File: src/rtl/quiz_pkg.sv
package quiz_pkg;

    typedef enum logic [3:0] {
        ST_BLANK_CLR    = 4'd0,
        ST_BLANK        = 4'd1,
        ST_REQ          = 4'd2,
        ST_SHOW         = 4'd3,
        ST_CHK_SETTLE   = 4'd4,
        ST_HOLD_HI      = 4'd5,
        ST_LO_SETTLE    = 4'd6,
        ST_LATE_WAIT_HI = 4'd7,
        ST_LATE_SETTLE  = 4'd8
    } quiz_state_e;

    // error code is the outcome value itself for the two failures
    typedef enum logic [1:0] {
        OC_NONE  = 2'd0,
        OC_WRONG = 2'd1,
        OC_LATE  = 2'd2,
        OC_GOOD  = 2'd3
    } outcome_e;

    typedef struct packed {
        logic       clr;
        logic       run;
        logic       req;
        logic       show_d;
        logic       show_t;
        logic [1:0] err;
    } quiz_out_t;

    function automatic logic [3:0] digit_sum(input logic [5:0] pair);
        return {1'b0, pair[5:3]} + {1'b0, pair[2:0]};
    endfunction

    function automatic logic is_settle(input quiz_state_e s);
        return (s == ST_CHK_SETTLE) || (s == ST_LO_SETTLE) || (s == ST_LATE_SETTLE);
    endfunction

endpackage

File: src/rtl/quiz_settle_cnt.sv
module quiz_settle_cnt #(
    parameter int SETTLE_CYC = 5_000_000
) (
    input  logic clk,
    input  logic rst,
    input  logic clr,
    output logic done
);
    localparam int CW = $clog2(SETTLE_CYC + 1);
    localparam logic [CW-1:0] LAST = CW'(SETTLE_CYC - 1);

    logic [CW-1:0] cnt;

    assign done = (cnt == LAST);

    always_ff @(posedge clk) begin
        if (rst || clr) cnt <= '0;
        else if (!done) cnt <= cnt + 1'b1;
    end

    // done can only appear after a cycle of counting
    assert_done_after_run_R10: assert property (@(posedge clk) disable iff (rst)
        $rose(done) |-> $past(!clr));

endmodule

File: src/rtl/quiz_answer_check.sv
module quiz_answer_check
    import quiz_pkg::*;
(
    input  logic [5:0] pair,
    input  logic [3:0] answer,
    output logic       match
);
    logic [3:0] sum;
    assign sum   = digit_sum(pair);
    assign match = (answer == sum);
endmodule

File: src/rtl/quiz_out_decode.sv
module quiz_out_decode
    import quiz_pkg::*;
(
    input  quiz_state_e st,
    input  outcome_e    oc,
    output quiz_out_t   o
);
    logic showing_outcome;

    always_comb begin
        showing_outcome = (st == ST_HOLD_HI) || (st == ST_LO_SETTLE) ||
                          (st == ST_LATE_WAIT_HI) || (st == ST_LATE_SETTLE);
        o        = '0;
        o.clr    = (st == ST_BLANK_CLR) || (st == ST_REQ);
        o.run    = (st == ST_BLANK) || (st == ST_SHOW);
        o.req    = (st == ST_REQ);
        o.show_d = (st == ST_SHOW) || (st == ST_CHK_SETTLE);
        o.show_t = showing_outcome && (oc == OC_GOOD);
        o.err    = (showing_outcome && oc != OC_GOOD) ? oc : 2'd0;
    end
endmodule

File: src/rtl/quiz_timer_ctrl.sv
module quiz_timer_ctrl
    import quiz_pkg::*;
#(
    parameter int EW         = 8,
    parameter int BLANK_DS   = 20,
    parameter int TIMEOUT_DS = 80,
    parameter int SETTLE_CYC = 5_000_000
) (
    input  logic          clk,
    input  logic          rst,
    input  logic [5:0]    pair_in,
    input  logic [3:0]    answer,
    input  logic          submit,
    input  logic [EW-1:0] elapsed,
    output logic          tmr_clear,
    output logic          tmr_run,
    output logic          pair_req,
    output logic          digits_show,
    output logic          time_show,
    output logic [1:0]    err_code
);
    localparam logic [EW-1:0] BLANK_LIM = EW'(BLANK_DS);
    localparam logic [EW-1:0] LATE_LIM  = EW'(TIMEOUT_DS);

    quiz_state_e st, st_nxt;
    outcome_e    oc, oc_nxt;
    logic        settle_done, match;
    quiz_out_t   outs;

    quiz_settle_cnt #(.SETTLE_CYC(SETTLE_CYC)) u_settle (
        .clk  (clk),
        .rst  (rst),
        .clr  (!is_settle(st)),
        .done (settle_done)
    );

    quiz_answer_check u_check (
        .pair   (pair_in),
        .answer (answer),
        .match  (match)
    );

    quiz_out_decode u_dec (
        .st (st),
        .oc (oc),
        .o  (outs)
    );

    always_comb begin
        st_nxt = st;
        oc_nxt = oc;
        case (st)
            ST_BLANK_CLR: begin
                st_nxt = ST_BLANK;
                oc_nxt = OC_NONE;
            end
            ST_BLANK:      if (elapsed >= BLANK_LIM) st_nxt = ST_REQ;
            ST_REQ:        st_nxt = ST_SHOW;
            ST_SHOW: begin
                if (submit) st_nxt = ST_CHK_SETTLE;
                else if (elapsed >= LATE_LIM) begin
                    st_nxt = ST_LATE_WAIT_HI;
                    oc_nxt = OC_LATE;
                end
            end
            ST_CHK_SETTLE: if (settle_done) begin
                st_nxt = ST_HOLD_HI;
                oc_nxt = match ? OC_GOOD : OC_WRONG;
            end
            ST_HOLD_HI:    if (!submit) st_nxt = ST_LO_SETTLE;
            ST_LO_SETTLE: begin
                if (submit) st_nxt = ST_HOLD_HI;
                else if (settle_done) st_nxt = ST_BLANK_CLR;
            end
            ST_LATE_WAIT_HI: if (submit) st_nxt = ST_LATE_SETTLE;
            ST_LATE_SETTLE:  if (settle_done) st_nxt = ST_HOLD_HI;
            default:       st_nxt = ST_BLANK_CLR;
        endcase
    end

    always_ff @(posedge clk) begin
        if (rst) begin
            st <= ST_BLANK_CLR;
            oc <= OC_NONE;
        end else begin
            st <= st_nxt;
            oc <= oc_nxt;
        end
    end

    assign tmr_clear   = outs.clr;
    assign tmr_run     = outs.run;
    assign pair_req    = outs.req;
    assign digits_show = outs.show_d;
    assign time_show   = outs.show_t;
    assign err_code    = outs.err;

    assert_reset_state_R1: assert property (@(posedge clk) disable iff (rst)
        $fell(rst) |-> (tmr_clear && !tmr_run && !pair_req && !digits_show &&
                        !time_show && err_code == 2'd0));

    assert_blank_len_R2: assert property (@(posedge clk) disable iff (rst)
        pair_req |-> $past(elapsed >= BLANK_LIM));

    assert_req_then_show_R3: assert property (@(posedge clk) disable iff (rst)
        pair_req |=> (digits_show && tmr_run));

    assert_req_clears_R3: assert property (@(posedge clk) disable iff (rst)
        pair_req |-> tmr_clear);

    assert_time_frozen_R5: assert property (@(posedge clk) disable iff (rst)
        time_show |-> (!tmr_run && !tmr_clear && err_code == 2'd0));

    assert_late_only_on_timeout_R7: assert property (@(posedge clk) disable iff (rst)
        $rose(err_code == 2'd2) |-> $past(elapsed >= LATE_LIM));

    assert_timer_ctl_excl_R11: assert property (@(posedge clk) disable iff (rst)
        !(tmr_clear && tmr_run));

    assert_err_legal_R11: assert property (@(posedge clk) disable iff (rst)
        err_code != 2'd3);

endmodule

File: config.mk
export PLATFORM = sky130hd
export DESIGN_NAME = quiz_timer_ctrl
export DESIGN_NICKNAME = d
export VERILOG_FILES = /design/src/rtl/quiz_pkg.sv /design/src/rtl/quiz_settle_cnt.sv /design/src/rtl/quiz_answer_check.sv /design/src/rtl/quiz_out_decode.sv /design/src/rtl/quiz_timer_ctrl.sv
export SDC_FILE = /design/constraint.sdc
export NUM_CORES = 1
export LEC_CHECK = 0
export BUFFER_PORTS_ARGS = -buffer_cell sky130_fd_sc_hd__buf_4
export CORE_UTILIZATION = 57
export DETAILED_ROUTE_END_ITERATION = 8
export MAX_ROUTING_LAYER = met4
export PLACE_DENSITY = 0.85
export SLEW_MARGIN = 30
export SYNTH_ARGS = -nofsm -noshare
export SYNTH_HDL_FRONTEND = slang
export SYNTH_HIERARCHICAL = 1
export SYNTH_SLANG_ARGS = --single-unit
File: constraint.sdc
create_clock -name clk -period 3.4 [get_ports clk]
set_clock_uncertainty 0.15 [all_clocks]
set_input_delay 0 -clock clk [delete_from_list [all_inputs] [get_ports clk]]
set_output_delay 0 -clock clk [all_outputs]
set_load 0.1 [all_outputs]
# == Word level (Yosys, flattened, before mapping) ==
# Index checks and enable logic that the tools add are counted.
# word_totals
reg_bits,29
output_inout_bits,7
# classes
add_sub_neg,2
magnitude_cmp,2
eq_ne,21
n_mux,15
n_reduce_logical,17
# ops
cell,count
$mux W4,8
$pmux W4 S8,1
$add A23 B1 Y23 const B,1
$eq A23 B23 Y1 const B,1
$eq A4 B3 Y1 const B,4
$ne A2 B2 Y1 const B,7
$mux W2,5
$logic_or A1 B1 Y1,9
$eq A4 B2 Y1 const B,2
$ge A8 B5 Y1 const B,1
$ge A8 B7 Y1 const B,1
$ne A3 B3 Y1 const B,2
$pmux W2 S3,1
$reduce_and A6 Y1,1
$add A3 B3 Y4,1
$eq A4 B1 Y1 const B,1
$eq A4 B4 Y1,1
$eq A4 B4 Y1 const B,1
$logic_not A4 Y1,1
$reduce_and A4 Y1,1
$reduce_bool A3 Y1,1
$eq A2 B2 Y1 const B,1
$logic_and A1 B1 Y1,2
$ne A2 B1 Y1 const B,1
other kinds (2),2

# == Logic depth before layout (Yosys ltp) ==
# Gate-level depths: netlist of the first run.
# depth
word_depth,6
mapped_depth,9
ltp_nobuf,9

# == Modules after synthesis ==
# Netlist of the first run, hierarchy kept.
# modules_own_cells
module,n_inst,cells_each,area_each_um2,seq_area_each_um2
quiz_settle_cnt,1,140,1166.1,460.4
quiz_timer_ctrl,1,61,583.1,120.1
quiz_answer_check,1,16,145.1,0.0
quiz_out_decode,1,14,92.6,0.0

# == Worst setup path before layout of the first run ==
# OpenSTA, ideal clock, no wires.
# synth_path
kind,register to output
startpoint,register st[0]
endpoint,output port pair_req
t_arrival_ps,3473
setup_slack_ps,-223
stages_incl_launch_ff,3
path_cell_list,dfxtp_1 > nor3_1 > and2_1
# synth_between
elab_chain_cells,1
# synth_lines
element,line_no,text
"start, declared",quiz_timer_ctrl.sv:25,"quiz_state_e st, st_nxt;"
"start signal, assigned",quiz_timer_ctrl.sv:86,st <= st_nxt;
$eq A4 B2 Y1,quiz_out_decode.sv:16,o.req = (st == ST_REQ);
"end, declared",quiz_timer_ctrl.sv:17,"output logic pair_req,"
# Every way passes these cells.

# == Worst setup path in the final report of the first run ==
# layout_path
startpoint,register u_settle.cnt[15]
endpoint,register oc[0]
# layout_between
elab_chain_cells,3
# layout_lines
element,line_no,text
"start, declared",quiz_settle_cnt.sv:12,logic [CW-1:0] cnt;
"start signal, assigned",quiz_settle_cnt.sv:18,else if (!done) cnt <= cnt + 1'b1;
$eq A23 B23 Y1,quiz_settle_cnt.sv:14,assign done = (cnt == LAST);
named net settle_done,quiz_timer_ctrl.sv:27,"logic settle_done, match;"
$ne A2 B2 Y1 (no source line),--,
$reduce_and A4 Y1 (no source line),--,
"end signal, assigned",quiz_timer_ctrl.sv:87,oc <= oc_nxt;
"end, declared",quiz_timer_ctrl.sv:26,"outcome_e oc, oc_nxt;"
# The timed path passes the listed nets, and every way through them passes these cells.
# A chain may end at the register's enable or synchronous reset.

==> key figures, run 1 <==
Power
  – Sw Pwr: 525.9 µW
  – Switching Share: 43.73%
  – Leakage Power: 0.7865 nW
  – Seq pwr share: 36.3%
  – Overall power: 1.202 mW
  – Pwr dens: 529.2 nW/µm²
  – Logic pwr share: 42.8%
  – Maximum vdd ir drop: 230.9 µV
  – Clk network pwr share: 20.9%
  – Cell-internal power: 676.6 µW

Setup path
  – Arrival time at the worst endpoint: 3.13 ns
  – Critical Path End Type: register
  – Critical path depth: 7
  – Crit path buf inv count: 1
  – CP top delay family: simple AND/OR/NAND/NOR gates
  – FF-to-FF End: oc[0]
  – Reg2reg start: u_settle/cnt[15]
  – CP peak stage delay: 0.61 ns
  – CP max FO: 5
  – Critical path's slowest cell: dlygate4sd3_1
  – R2R Setup Slk: 0.40 ns
  – Worst path cell trace: or4_1, nor4b_1, and2_1, o31ai_2, a221oi_2, dlygate4sd3_1, mux2i_1
  – Required time worst endpoint: 3.53 ns
  – Worst setup path end: oc[0]
  – CP Launch Type: register
  – Critical path class: reg -> reg
  – Critical path startpoint: u_settle/cnt[15]
  – R2r worst-path depth: 7

STA
  – Final setup violating endpoints: 0
  – Slew @ Worst Pin: 0.6466 ns
  – Slew headroom: 56.83%
  – Final setup TNS: 0 ns
  – Tcrit/Tclk final: 88.36%
  – Final worst path period need: 3.004 ns
  – RSZ-0062 raised after global routing: no
  – Fmax achieved: 0.3329 GHz
  – Final hold violation count: 0
  – Slew Limit Fails: 0
  – Worst setup margin: 0.3957 ns

Route
  – Total Wirelength: 4024 µm
  – Via count: 1766
  – Routed WL per cell: 13.24 µm
  – Final routed DRC violation total: 0
  – Via density: 5.809
  – Post-route ant nets: 0
  – Initial DRC Count: 100
  – First drt pass iteration count: 4

Finish
  – Ant diodes: 0
  – Post-layout net count: 283
  – Finished Layout Cells: 304
  – Fraction of final layout cells sized beyond drive strength 1: 22.09%
  – Core Util, Final: 68.09%
  – Synthesis-to-finish area growth: 14.36%

Synthesis
  – Most frequent cell after synthesis: dfxtp_1
  – Yosys cell types: 68
  – Top cell type's share of synthesized area: 29.22%
  – Leading area contributor after synthesis: dfxtp_1
  – Syn Inst Count: 231
  – Post-synth EDFFs: 0
  – Post-synth top cells: 29 x dfxtp_1, 18 x a21oi_1, 17 x nand2_1, 14 x nor2_1
  – Seq/Total Area, Yosys: 29.22%
  – Synth Area per Inst: 8.601 µm²
  – Syn_nets: 257
  – Syn. warnings: 6
  – Post-synthesis cell area: 1987 µm²
  – Synth top area cells: dfxtp_1 29%, a21oi_1 4.5%, xnor2_1 4.4%, nand2_1 3.2%, nor2_1 2.6%
  – Ys async rst share: 0%
  – Ys flop type: dfxtp_1
  – Post-synthesis sequential element count: 29

GRT
  – Pin count of the biggest net entering global routing: 23
  – Initial antenna violation count: 0
  – Tot GR Track Use: 25.09%
  – Total grt overflow: 0
  – Vias in the first global route: 1560
  – First-pass GRT wire length: 6658 µm

Job
  – Max-Cap Viols: 0

CTS
  – CTS Sinks: 29
  – Num CTS Buffers: 5
  – Postcts setup bufs: 0
  – CTS tree: yes
  – PostCTS Resize Cnt: 0
  – Cts-stage hold buffer count: 3
  – H-tree depth: 2
  – Deepest clock path buffer count: 2
  – Clock Tree Root: clkbuf_4
  – Clk slew on worst S/H paths: 0.10 ns
  – Worst skew pair latency: 0.34 ns

Run status
  – Outcome: completed

Min path
  – Type of the worst min-delay path: in -> reg

Floorplanning
  – Std-Cell Core Area: 3337 µm²
  – Die height: 61.04 µm
  – Die width: 61.04 µm
  – Site row count: 21
  – Io pins: 28
  – Starting Density: 59.54%
  – Total die area: 3726 µm²

Placed design
  – PortBufs: 25
  – Pre-CTS setup slack: 0.7727 ns
  – Placed cells: 293
  – RD Place Congestion: 0.7979
  – Post-detail-place hpwl: 2844 µm
==> through the flow <==
stage | instance area (µm²) | hold WS [ns]
after global placement | 2172 | 0.1290
after CTS | 2272 | 0.02723
after detailed placement | 2172 | 0.1358
after global routing | 2272 | 0.02674
after floorplan | 1992 | 0.03388
final | 2272 | 0.03804
==> power groups by stage <==
stage | clock network [mW] | registers, mW | logic, mW
detailed placement | 0 | 0.444 | 0.499
global placement | 0 | 0.440 | 0.488
floorplan | 0 | 0.400 | 0.475
global route | 0.273 | 0.445 | 0.553
finish | 0.251 | 0.437 | 0.515
CTS | 0.256 | 0.436 | 0.515
==> cells by family (layout without fill, tap and decap cells) <==
kind of cell	count (synthesis)	count (layout)	share of synthesized area (%)
fa+ha+maj	5	5	3.527
simple gates	104	104	32.12
mux	7	7	4.093
compound gates	51	51	18.96
buf+inv	21	48	5.919
flops	29	29	29.22
xor+xnor	14	14	6.171
==> how the worst min path moves through the flow <==
stage	startpoint	end	slack, ns	cells after the start
6_report	elapsed[6]	st[0]	0.04	4
5_1_grt	elapsed[6]	st[0]	0.03	4
4_1_cts	elapsed[6]	st[0]	0.03	4
3_5_place_dp	rst	st[0]	0.14	2
3_3_place_gp	rst	st[0]	0.13	2
2_1_floorplan	rst	u_settle/cnt[2]	0.03	2
==> registers in the layout (all words and copies together) (netlist names) <==
signal / flops
u_settle/cnt: 23
st: 4
oc: 2
==> area by class of cell <==
class	count	area [µm²]
Sequential cell	29	580.6
Inverter	10	37.54
Fill cell	277	1065
Tap cell	46	57.56
Timing Repair Buffer	30	232.7
Clock inverter	1	5.005
Multi-Input combinational cell	181	1294
Clock buffer	7	65.06
==> cells in the final DEF (no fill, tap or decap), types with 4 or more instances in the layout <==
cell type,count
a21oi_1,18
buf_4,27
clkbuf_4,5
dfxtp_1,29
ha_1,4
inv_1,10
mux2i_1,4
nand2_1,17
nand3_1,10
nor2_1,14
nor2b_1,4
nor3_1,6
nor3b_1,4
nor4_1,4
o21ai_0,8
or3_1,7
or4_1,7
xnor2_1,10
xor2_1,4
==> per-layer routing <==
metal | global-route usage, % | wire, µm
met5 | - | 0
met4 | 11.04 | 74
met3 | 7.353 | 176
met2 | 39.44 | 1915
met1 | 29.66 | 1857
==> tightest hold or removal path, stage by stage <==
cell	delay [ns]
buf_4	0.09
nor4_2	0.04
a32oi_2	0.24
a211oi_1	0.11
Power figures use the tool's default switching activity.
==> inputs of run 2 (changes only) <==
--- a/config.mk
+++ b/config.mk
@@ -7,8 +7,8 @@
 export LEC_CHECK = 0
 export BUFFER_PORTS_ARGS = -buffer_cell sky130_fd_sc_hd__buf_4
-export CORE_UTILIZATION = 57
+export CORE_UTILIZATION = 60
 export DETAILED_ROUTE_END_ITERATION = 8
 export MAX_ROUTING_LAYER = met4
-export PLACE_DENSITY = 0.85
+export PLACE_DENSITY = 0.89
 export SLEW_MARGIN = 30
 export SYNTH_ARGS = -nofsm -noshare
==> constraint.sdc (replaced) <==
create_clock -name clk -period 3.6 [get_ports clk]
set_clock_uncertainty 0.15 [all_clocks]
set_input_delay 0.18 -clock clk [delete_from_list [all_inputs] [get_ports clk]]
set_output_delay 0.18 -clock clk [all_outputs]
set_load 0.1 [all_outputs]
==> run 2 against run 1 <==
Against the previous run:
- sequential power down 6.2%
- clock power down 21%
- sequential share of layout area up 0.43 points
- worst setup slack better by 0.48 ns
- count of clock-buffer cells in the layout unchanged
- highest routed layer unchanged
- critical endpoint is now oc[1]
- via count up 0.23%
- sequential cell count unchanged
- die area down 4.8%
- critical path type unchanged
==> key figures, run 2 (synthesis gave the netlist of run 1 again) <==
CTS
  – Deepest clock path buffer count: 2
  – Cts-stage hold buffer count: 1
  – Worst skew pair latency: 0.32 ns
  – Num CTS Buffers: 5
  – H-tree depth: 2
  – CTS tree: yes
  – CTS Sinks: 29
  – Clk slew on worst S/H paths: 0.10 ns
  – Postcts setup bufs: 0
  – PostCTS Resize Cnt: 0
  – Clock Tree Root: clkbuf_4

STA
  – Final hold violation count: 0
  – Final worst path period need: 2.719 ns
  – RSZ-0062 raised after global routing: no
  – Slew headroom: 59.65%
  – Final setup TNS: 0 ns
  – Worst setup margin: 0.8806 ns
  – Tcrit/Tclk final: 75.54%
  – Slew Limit Fails: 0
  – Fmax achieved: 0.3677 GHz
  – Final setup violating endpoints: 0
  – Slew @ Worst Pin: 0.6044 ns

GRT
  – Tot GR Track Use: 27.07%
  – Initial antenna violation count: 0
  – Total grt overflow: 0
  – Vias in the first global route: 1635
  – First-pass GRT wire length: 6962 µm
  – Pin count of the biggest net entering global routing: 23

Floorplanning
  – Die height: 59.55 µm
  – Total die area: 3546 µm²
  – Starting Density: 64.03%
  – Std-Cell Core Area: 3103 µm²
  – Die width: 59.55 µm
  – Io pins: 28
  – Site row count: 20

Route
  – Total Wirelength: 4072 µm
  – Via density: 5.920
  – Via count: 1770
  – Post-route ant nets: 0
  – Routed WL per cell: 13.62 µm
  – Initial DRC Count: 125
  – First drt pass iteration count: 4
  – Final routed DRC violation total: 0

Finish
  – Max FFs per register: 23
  – Post-layout net count: 281
  – Storage element area: 580.6 µm²
  – Commonest non-fill, non-tap cell in the layout: dfxtp_1
  – Fraction of final layout cells sized beyond drive strength 1: 21.57%
  – Finished Cell Area: 2235 µm²
  – Top reg by flops: u_settle/cnt
  – Area of the multi-input gates: 1294 µm²
  – Ant diodes: 0
  – Most frequent cells in the layout: 29 x dfxtp_1, 27 x buf_4, 18 x a21oi_1, 17 x nand2_1, 14 x nor2_1
  – Synthesis-to-finish area growth: 12.47%
  – Fillcell total: 249
  – Largest regs: u_settle/cnt: 23 flops, st: 4 flops, oc: 2 flops

Setup path
  – Critical path class: reg -> reg
  – CP Launch Type: register
  – Critical Path End Type: register
  – R2r worst-path depth: 7
  – Required time worst endpoint: 3.66 ns
  – CP max FO: 12
  – Arrival time at the worst endpoint: 2.78 ns
  – Reg2reg start: u_settle/cnt[15]
  – R2R Setup Slk: 0.88 ns
  – FF-to-FF End: oc[1]

Placed design
  – Post-detail-place hpwl: 2964 µm
  – RD Place Congestion: 0.7959
  – Placed cell area: 2170 µm²
  – Pre-CTS setup slack: 0.9409 ns
  – PortBufs: 25

Job
  – Max-Cap Viols: 0

Power
  – Pwr dens: 484.4 nW/µm²
  – Clk network pwr share: 18.4%
  – Sw Pwr: 476.2 µW
  – Leakage Power: 0.7680 nW
  – Logic pwr share: 43.7%
  – Switching Share: 44.00%
  – Maximum vdd ir drop: 280.3 µV
  – Seq pwr share: 37.9%
  – Cell-internal power: 606.1 µW

Run status
  – Outcome: completed

Min path
  – Worst Hold End: oc[0]
  – Hold depth: 3
  – HP Start: submit
  – Type of the worst min-delay path: in -> reg
-- run 2: changes by cell type in the layout (fill, tap and decap cells not counted) --
cell and change:
clkbuf_8 -1, dlygate4sd3_1 -2, clkbuf_1 +1, clkinv_2 -1
-- run 2: worst max path at each step --
stage | cells past startpoint | from | endpoint | slack, ns
finish | 7 | u_settle/cnt[15] | oc[1] | 0.88
global route | 7 | u_settle/cnt[15] | oc[1] | 0.66
floorplan | 3 | st[0] | err_code[0] | 0.37
global placement | 7 | u_settle/cnt[15] | oc[1] | 0.97
CTS | 7 | u_settle/cnt[15] | oc[1] | 0.90
detailed placement | 7 | u_settle/cnt[15] | oc[1] | 0.94
-- run 2: layout make-up --
type,count,area share (%)
Clock buffer,7,2.464
Inverter,10,1.680
Multi-Input combinational cell,181,57.89
Sequential cell,29,25.98
Tap cell,44,2.464
Timing Repair Buffer,28,9.518
-- run 2: power by group through the flow --
stage / logic [mW] / registers [mW] / clock network (mW)
floorplan: 0.448 / 0.377 / 0
finish: 0.473 / 0.410 / 0.199
detailed placement: 0.471 / 0.415 / 0
global placement: 0.460 / 0.415 / 0
CTS: 0.473 / 0.408 / 0.208
global route: 0.505 / 0.417 / 0.223
-- run 2: critical path, stage by stage, from the launching register on --
cell and delay [ns]:
dfxtp_1 0.36, or4_1 0.54, nor4b_1 0.30, buf_4 0.23
and2_1 0.30, o31ai_2 0.11, a221oi_2 0.25, mux2_1 0.36
-- run 2: through the flow --
stage | total power [mW] | instances | util, % | hold WS [ns]
2_1_floorplan | 0.8259 | 231 | - | 0.2139
3_3_place_gp | 0.8754 | 291 | 69.92 | 0.3112
3_5_place_dp | 0.8862 | 291 | 69.92 | 0.3133
4_1_cts | 1.089 | 299 | 72.02 | 0.06500
5_1_grt | 1.144 | 299 | 72.02 | 0.08493
6_report | 1.082 | 299 | 72.02 | 0.09325
-- run 2: metal layers --
metal | vias to the layer above | global-route usage [%] | part of all wire (%)
li1 | 899 | - | -
met1 | 814 | 32.31 | 44
met2 | 49 | 43.50 | 49
met3 | 8 | 6.550 | 4.8
met4 | 0 | 11.30 | 2.0
met5 | - | - | 0
